**src/rtl/dds_ldr_pkg.sv**
```systemverilog
package dds_ldr_pkg;
    localparam int NUM_BYTES = 5;
    localparam int WORD_W    = NUM_BYTES * 8;
    localparam int FTW_W     = 32;
    localparam int PH_W      = 5;
    localparam int FMT_W     = 2;
    localparam int BCNT_W    = $clog2(NUM_BYTES);
    localparam int SCNT_W    = $clog2(WORD_W);

    typedef enum logic [1:0] {
        ST_IDLE   = 2'd0,
        ST_BYTES  = 2'd1,
        ST_SERIAL = 2'd2
    } ldr_state_t;
endpackage

```
**src/rtl/dds_ldr_fsm.sv**
```systemverilog
module dds_ldr_fsm
    import dds_ldr_pkg::*;
(
    input  logic              clk,
    input  logic              rst_n,
    input  logic              byte_we,
    input  logic              ser_tick,
    output logic              do_byte,
    output logic              do_shift,
    output logic [BCNT_W-1:0] byte_slot,
    output logic              load_done
);
    localparam logic [BCNT_W-1:0] BYTE_LAST = BCNT_W'(NUM_BYTES - 1);
    localparam logic [SCNT_W-1:0] BIT_LAST  = SCNT_W'(WORD_W - 1);

    ldr_state_t        state_q, state_d;
    logic [BCNT_W-1:0] bcnt_q, bcnt_d;
    logic [SCNT_W-1:0] scnt_q, scnt_d;
    logic              done_q, done_d;

    // byte path wins over serial path in the same cycle
    assign do_byte  = byte_we;
    assign do_shift = ser_tick && !byte_we;

    always_ff @(posedge clk) begin
        if (!rst_n) begin
            state_q <= ST_IDLE;
            bcnt_q  <= '0;
            scnt_q  <= '0;
            done_q  <= 1'b0;
        end else begin
            state_q <= state_d;
            bcnt_q  <= bcnt_d;
            scnt_q  <= scnt_d;
            done_q  <= done_d;
        end
    end

    always_comb begin
        state_d = state_q;
        bcnt_d  = bcnt_q;
        scnt_d  = scnt_q;
        done_d  = done_q;
        if (do_byte || do_shift) done_d = 1'b0;
        unique case (state_q)
            ST_IDLE: begin
                if (do_byte) begin
                    state_d = ST_BYTES;
                    bcnt_d  = BCNT_W'(1);
                end else if (do_shift) begin
                    state_d = ST_SERIAL;
                    scnt_d  = SCNT_W'(1);
                end
            end
            ST_BYTES: begin
                if (do_byte) begin
                    if (bcnt_q == BYTE_LAST) begin
                        state_d = ST_IDLE;
                        bcnt_d  = '0;
                        done_d  = 1'b1;
                    end else begin
                        bcnt_d = bcnt_q + BCNT_W'(1);
                    end
                end else if (do_shift) begin
                    state_d = ST_SERIAL;
                    bcnt_d  = '0;
                    scnt_d  = SCNT_W'(1);
                end
            end
            ST_SERIAL: begin
                if (do_byte) begin
                    state_d = ST_BYTES;
                    scnt_d  = '0;
                    bcnt_d  = BCNT_W'(1);
                end else if (do_shift) begin
                    if (scnt_q == BIT_LAST) begin
                        state_d = ST_IDLE;
                        scnt_d  = '0;
                        done_d  = 1'b1;
                    end else begin
                        scnt_d = scnt_q + SCNT_W'(1);
                    end
                end
            end
            default: state_d = ST_IDLE;
        endcase
    end

    always_comb begin
        byte_slot = (state_q == ST_BYTES) ? bcnt_q : '0;
        load_done = done_q;
    end

    p_byte_cnt_range_r1: assert property (@(posedge clk) disable iff (!rst_n)
        bcnt_q <= BYTE_LAST);
    p_bit_cnt_range_r4: assert property (@(posedge clk) disable iff (!rst_n)
        scnt_q <= BIT_LAST);
    p_done_clears_r10: assert property (@(posedge clk) disable iff (!rst_n)
        (done_q && (byte_we || ser_tick)) |=> !done_q);
    p_byte_restart_r9: assert property (@(posedge clk) disable iff (!rst_n)
        (state_q == ST_SERIAL && byte_we) |=> (state_q == ST_BYTES && bcnt_q == BCNT_W'(1)));
endmodule

```
**src/rtl/dds_ldr_shadow.sv**
```systemverilog
module dds_ldr_shadow
    import dds_ldr_pkg::*;
(
    input  logic              clk,
    input  logic              rst_n,
    input  logic              do_byte,
    input  logic              do_shift,
    input  logic [BCNT_W-1:0] byte_slot,
    input  logic [7:0]        byte_data,
    input  logic              ser_data,
    output logic [WORD_W-1:0] shadow
);
    logic [WORD_W-1:0] sh_q;
    int                lane;

    // slot 0 is the top byte of the word, later slots step downward
    always_comb lane = (NUM_BYTES - 1) - int'(byte_slot);

    always_ff @(posedge clk) begin
        if (!rst_n) begin
            sh_q <= '0;
        end else if (do_byte) begin
            sh_q[lane*8 +: 8] <= byte_data;
        end else if (do_shift) begin
            sh_q <= {ser_data, sh_q[WORD_W-1:1]};
        end
    end

    assign shadow = sh_q;

    p_shadow_hold_r5: assert property (@(posedge clk) disable iff (!rst_n)
        !(do_byte || do_shift) |=> $stable(sh_q));
endmodule

```
**src/rtl/dds_ldr_active.sv**
```systemverilog
module dds_ldr_active
    import dds_ldr_pkg::*;
(
    input  logic              clk,
    input  logic              rst_n,
    input  logic              update,
    input  logic [WORD_W-1:0] shadow,
    output logic [WORD_W-1:0] active
);
    logic [WORD_W-1:0] act_q;

    always_ff @(posedge clk) begin
        if (!rst_n)      act_q <= '0;
        else if (update) act_q <= shadow;
    end

    assign active = act_q;

    p_active_hold_r5: assert property (@(posedge clk) disable iff (!rst_n)
        !update |=> $stable(act_q));
    p_update_copy_r6: assert property (@(posedge clk) disable iff (!rst_n)
        update |=> (act_q == $past(shadow)));
endmodule

```
**src/rtl/dds_ctrl_loader.sv**
```systemverilog
module dds_ctrl_loader
    import dds_ldr_pkg::*;
(
    input  logic             clk,
    input  logic             rst_n,
    input  logic             byte_we,
    input  logic [7:0]       byte_data,
    input  logic             ser_tick,
    input  logic             ser_data,
    input  logic             update,
    output logic [FTW_W-1:0] tuning_word,
    output logic [PH_W-1:0]  phase_off,
    output logic             pwr_down,
    output logic [FMT_W-1:0] fmt,
    output logic             load_done
);
    localparam int FMT_LSB = FTW_W;
    localparam int PD_BIT  = FTW_W + FMT_W;
    localparam int PH_LSB  = PD_BIT + 1;

    logic              do_byte, do_shift;
    logic [BCNT_W-1:0] byte_slot;
    logic [WORD_W-1:0] shadow, active;

    dds_ldr_fsm u_fsm (
        .clk       (clk),
        .rst_n     (rst_n),
        .byte_we   (byte_we),
        .ser_tick  (ser_tick),
        .do_byte   (do_byte),
        .do_shift  (do_shift),
        .byte_slot (byte_slot),
        .load_done (load_done)
    );

    dds_ldr_shadow u_shadow (
        .clk       (clk),
        .rst_n     (rst_n),
        .do_byte   (do_byte),
        .do_shift  (do_shift),
        .byte_slot (byte_slot),
        .byte_data (byte_data),
        .ser_data  (ser_data),
        .shadow    (shadow)
    );

    dds_ldr_active u_active (
        .clk    (clk),
        .rst_n  (rst_n),
        .update (update),
        .shadow (shadow),
        .active (active)
    );

    assign tuning_word = active[FTW_W-1:0];
    assign fmt         = active[FMT_LSB +: FMT_W];
    assign pwr_down    = active[PD_BIT];
    assign phase_off   = active[PH_LSB +: PH_W];
endmodule

```
**config.mk**
```make
export PLATFORM = sky130hd
export DESIGN_NAME = dds_ctrl_loader
export DESIGN_NICKNAME = d
export VERILOG_FILES = /design/src/rtl/dds_ldr_pkg.sv /design/src/rtl/dds_ldr_fsm.sv /design/src/rtl/dds_ldr_shadow.sv /design/src/rtl/dds_ldr_active.sv /design/src/rtl/dds_ctrl_loader.sv
export SDC_FILE = /design/constraint.sdc
export NUM_CORES = 1
export LEC_CHECK = 0
export ABC_CLOCK_PERIOD_IN_PS = 7050
export BUFFER_PORTS_ARGS = -buffer_cell sky130_fd_sc_hd__buf_4
export CORE_MARGIN = 2
export CORE_UTILIZATION = 60
export CTS_BUF_LIST = sky130_fd_sc_hd__clkbuf_16
export CTS_CLUSTER_SIZE = 24
export DETAILED_ROUTE_END_ITERATION = 12
export HOLD_SLACK_MARGIN = 0.06
export PLACE_DENSITY = 0.89
export SLEW_MARGIN = 0
export SYNTH_ARGS = -nofsm -noshare
export SYNTH_HDL_FRONTEND = slang
export SYNTH_SLANG_ARGS = --single-unit
```
**constraint.sdc**
```tcl
create_clock -name clk -period 7.05 [get_ports clk]
set_clock_uncertainty 0.15 [all_clocks]
set_input_delay 1.41 -clock clk [delete_from_list [all_inputs] [get_ports clk]]
set_output_delay 1.41 -clock clk [all_outputs]
set_load 0.02 [all_outputs]
```
==> results_tabular.tex <==
\begin{tabular}{lr}
\hline
Metric & Value \\
\hline
\multicolumn{2}{l}{\textbf{Global routing}} \\
\quad Total congestion overflow after global routing & 0 \\
\quad Total GRT Usage & 0.257 \\
\quad Number of global-route vias before repair & $\sim$3000 \\
\quad Wire length of the first global-routing pass & $\sim$15 mm \\
\quad Largest net degree at the start of global routing & 50 \\
\quad Initial antenna violation count & 0 \\
\multicolumn{2}{l}{\textbf{Synth}} \\
\quad Sequential fraction of the synthesis area & 0.481 \\
\quad Share of Yosys cell area claimed by the top area cell type & 0.481 \\
\quad YS warnings & 0 \\
\quad Leading area contributor after synthesis & sky130\_fd\_sc\_hd\_\_dfxtp\_1 \\
\quad Yosys cell types & 39 \\
\quad EDFF count, synth & 0 \\
\quad Most common flop cell mapped by yosys & sky130\_fd\_sc\_hd\_\_dfxtp\_1 \\
\quad Synthesized area per cell & approximately 9.2 um\^{}2 \\
\quad Ys async rst share & 0 \\
\quad Count of mapped cells out of synthesis & between 400 and 500 \\
\quad Post-synthesis cell area & $\sim$3800 um\^{}2 \\
\quad Synthesis-stage register bit count & 92 \\
\quad Top cells by area, synth & sky130\_fd\_sc\_hd\_\_dfxtp\_1, sky130\_fd\_sc\_hd\_\_mux2i\_1, sky130\_fd\_sc\_hd\_\_a22oi\_1, sky130\_fd\_sc\_hd\_\_a21oi\_1, sky130\_fd\_sc\_hd\_\_nor2\_1 \\
\quad Net Count, Synth & about 440 \\
\quad Most frequent cell after synthesis & sky130\_fd\_sc\_hd\_\_dfxtp\_1 \\
\quad Leading post-synthesis cells by instance count & sky130\_fd\_sc\_hd\_\_dfxtp\_1, sky130\_fd\_sc\_hd\_\_nor2\_1, sky130\_fd\_sc\_hd\_\_a21oi\_1, sky130\_fd\_sc\_hd\_\_mux2i\_1, sky130\_fd\_sc\_hd\_\_nand2\_1 \\
\multicolumn{2}{l}{\textbf{Setup path}} \\
\quad Cells along the critical path & buf\_4 -> nor2b\_2 -> buf\_4 -> a31oi\_1 -> nand2\_1 -> a21oi\_1 \\
\quad Critical path depth in cells & 6 \\
\quad Worst Setup SP & ser\_tick \\
\quad Delay of the slowest critical-path stage & about 570 ps \\
\quad CP startpoint kind & primary input \\
\quad Required time worst endpoint & about 7000 ps \\
\quad Count of cells along the worst register-to-register path & 6 \\
\quad Critical path capture point type & flop \\
\quad Slowest cell on crit path & sky130\_fd\_sc\_hd\_\_a31oi\_1 \\
\quad Flop2flop setup slack & approximately 4600 ps \\
\quad Top Family by Delay on Critical Path & compound AO/OA/AOI/OAI gates \\
\quad Cell occurring most often along the worst timing path & sky130\_fd\_sc\_hd\_\_buf\_4 \\
\quad End of the worst register-to-register path & u\_fsm.scnt\_q[5]\$\_SDFFE\_PN0P\_ \\
\quad Highest fanout seen on the critical path & 45 \\
\quad Data arrival time of the worst path & around 2900 ps \\
\quad Startpoint of the worst-slack reg-to-reg timing path & u\_fsm.state\_q[1]\$\_SDFFE\_PN0P\_ \\
\quad Critical path class & in -> reg \\
\quad Worst setup path end & u\_shadow.shadow[16]\$\_SDFFE\_PN0P\_ \\
\quad Worst path buffer plus inverter count & 2 \\
\multicolumn{2}{l}{\textbf{Clock network}} \\
\quad Buffers inserted by post-CTS timing repair & 0 \\
\quad Clk Latency, worst-skew pair & $\sim$340 ps \\
\quad Root Buffer & sky130\_fd\_sc\_hd\_\_clkbuf\_16 \\
\quad CTS Buf Count & 9 \\
\quad Clk slew on worst S/H paths & around 70 ps \\
\quad Number of clock sinks seen by CTS & 92 \\
\quad Clock buffer depth & 2 \\
\quad Post-CTS resize count & 0 \\
\quad H-tree depth reported by CTS & 3 \\
\quad Count of hold buffers inserted by post-cts repair & 0 \\
\quad CTS tree & yes \\
\multicolumn{2}{l}{\textbf{Power}} \\
\quad Design Power & about 0.0011 W \\
\quad Pint & around 0.00084 W \\
\quad Sequential group share of total power & 0.485 \\
\quad Fraction of power spent switching nets & 0.244 \\
\quad Power density cells & around 240 nW/um\^{}2 \\
\quad Worst IR Drop VDD & 0.000150 V \\
\quad Gate power share & 0.084 \\
\quad Clock share of power & 0.431 \\
\quad Net switching component of the power & roughly 0.00027 W \\
\quad Static leakage & between 1.5 and 2 nW \\
\multicolumn{2}{l}{\textbf{Drt}} \\
\quad DRT Pass-1 Iters & 6 \\
\quad Aggregate routed wire length & around 8.8 mm \\
\quad Starting DRT DRC Count & 316 \\
\quad Detailed-route DRC error count & 0 \\
\quad Count of vias placed by the detailed router & approximately 3300 \\
\quad Detailed-route wire length per cell & between 15 and 20 um \\
\quad Number of nets with antenna violations after routing & 0 \\
\quad Vias per std cell & between 6 and 7 \\
\multicolumn{2}{l}{\textbf{Cells and area}} \\
\quad Finished layout cell area & approximately 4500 um\^{}2 \\
\quad Number of inserted diodes & 0 \\
\quad Layout Area Growth over Synthesis & 18.4\% \\
\quad \# nets final & roughly 480 \\
\quad Ratio of cells with drive above 1 in the final layout & 0.165 \\
\multicolumn{2}{l}{\textbf{Placed design}} \\
\quad Post-detail-place hpwl & $\sim$5.7 mm \\
\quad Dpl cell area & 4240 um\^{}2 \\
\quad Last weighted congestion value of the routability-driven placer & around 0.88 \\
\quad Number of buffer cells added on primary ports & 54 \\
\multicolumn{2}{l}{\textbf{STA}} \\
\quad Slew Viols, Final & 0 \\
\quad Fin Setup TNS & 0 ps \\
\quad Achievable frequency & between 300 and 400 MHz \\
\quad Max-slew headroom at the worst pin & 0.548 \\
\quad Final hold viol count & 0 \\
\quad Unrepaired setup endpoints after global routing & no \\
\quad Time the final worst path needs with I/O delays and setup & 2760 ps \\
\quad Final period utilization & 0.391 \\
\quad Measured slew at the worst slew-check pin & approximately 670 ps \\
\quad Setup-violating endpoint count in the final report & 0 \\
\multicolumn{2}{l}{\textbf{Floorplanning}} \\
\quad Placement row count & 29 \\
\quad Die width & $\sim$84 um \\
\quad Initial Util & 0.610 \\
\quad Top-level port count & 55 \\
\quad Die footprint & $\sim$7000 um\^{}2 \\
\quad Core area & about 6300 um\^{}2 \\
\quad Chip Height & approximately 84 um \\
\multicolumn{2}{l}{\textbf{Hold path}} \\
\quad Launch instance of the worst min-delay path & u\_shadow.shadow[0]\$\_SDFFE\_PN0P\_ \\
\quad Type of the most critical hold path & reg -> reg \\
\multicolumn{2}{l}{\textbf{Status}} \\
\quad Run status & finished, final reports clean \\
\multicolumn{2}{l}{\textbf{Flow run}} \\
\quad Total of max-cap violations & 0 \\
\hline
\end{tabular}
logic make-up (layout without fill, tap and decap cells):
family,count (synthesis),after routing,synth area share
flip-flops,92,92,0.481
AO/OA/AOI/OAI,117,117,0.201
buffers and inverters,38,82,0.0392
adder cells (fa/ha/maj),8,8,0.0261
multiplexers,40,40,0.105
AND/OR/NAND/NOR,122,122,0.148
layer usage:
metal | up-vias | track usage | routed length [um]
li1 | 1596 | - | -
met1 | 1573 | 0.334 | 3750
met2 | 122 | 0.425 | 4350
met3 | 14 | 0.0465 | 555
met4 | 0 | 0.0997 | 127
met5 | - | 0 | 0
stage by stage:
stage / std cells / utilization / hold WS [ps] / setup WS, ps
after floorplan: 417 / - / 286 / 4280
after global placement: 522 / 0.675 / 298 / 4040
after detailed placement: 522 / 0.675 / 300 / 3980
after CTS: 538 / 0.723 / 309 / 4300
after global routing: 538 / 0.723 / 343 / 4120
final: 538 / 0.723 / 310 / 4290
cells in the final DEF (no fill, tap or decap), drive strengths merged, types with 2 or more instances in the layout:
master,Yosys,layout
a22oi,33,33
and3,5,5
clkbuf,19,9
dfxtp,92,92
clkinvlp,0,3
ha,8,8
nor2b,2,2
and2,3,3
a21oi,47,47
o31ai,9,9
buf,9,56
inv,10,13
mux2i,40,40
nor3,2,2
o21ai,7,7
o311a,2,2
nand2b,4,4
nand2,35,35
a211oi,2,2
a31oi,4,4
nand3,4,4
nor2,52,52
nand4b,3,3
or4,4,4
a222oi,8,8
nor4,2,2
worst register-to-register path, stage by stage (launching register included):
cell	delay, ps
sky130_fd_sc_hd__dfxtp_1	410
sky130_fd_sc_hd__inv_1	120
sky130_fd_sc_hd__ha_1	300
sky130_fd_sc_hd__or3b_1	400
sky130_fd_sc_hd__a22o_1	340
sky130_fd_sc_hd__or4_1	540
sky130_fd_sc_hd__a21oi_1	140
power groups by stage:
stage,Combinational [W],Sequential (W),Clock [W]
after floorplan,0.0000633,0.000549,0
after global placement,0.0000888,0.000549,0
after detailed placement,0.0000908,0.000549,0
after CTS,0.0000920,0.000537,0.000482
after global routing,0.000102,0.000538,0.000504
final,0.0000932,0.000538,0.000478
registers in the layout, indices dropped and copies added (netlist names):
register	cells
u_active.active	40
u_fsm.bcnt_q	3
u_fsm.load_done	1
u_fsm.scnt_q	6
u_fsm.state_q	2
u_shadow.shadow	40
how the worst min path moves through the flow:
stage                                            endpoint  slack, ps  cells past startpoint
after global placement    u_shadow.shadow[0]$_SDFFE_PN0P_        300                      2
after floorplan           u_shadow.shadow[0]$_SDFFE_PN0P_        290                      2
after detailed placement  u_shadow.shadow[0]$_SDFFE_PN0P_        300                      2
final                     u_shadow.shadow[0]$_SDFFE_PN0P_        310                      2
after global routing      u_shadow.shadow[0]$_SDFFE_PN0P_        340                      2
after CTS                 u_shadow.shadow[0]$_SDFFE_PN0P_        310                      2
final cells by class:
type	instances	area (um^2)
Clock inverter	7	73.8
Tap cell	77	96.3
Timing Repair Buffer	56	420
Sequential cell	92	1840
Multi-Input combinational cell	287	1840
Clock buffer	9	225
Fill cell	465	1740
Inverter	10	37.5
(Power assumes the default switching activity.)
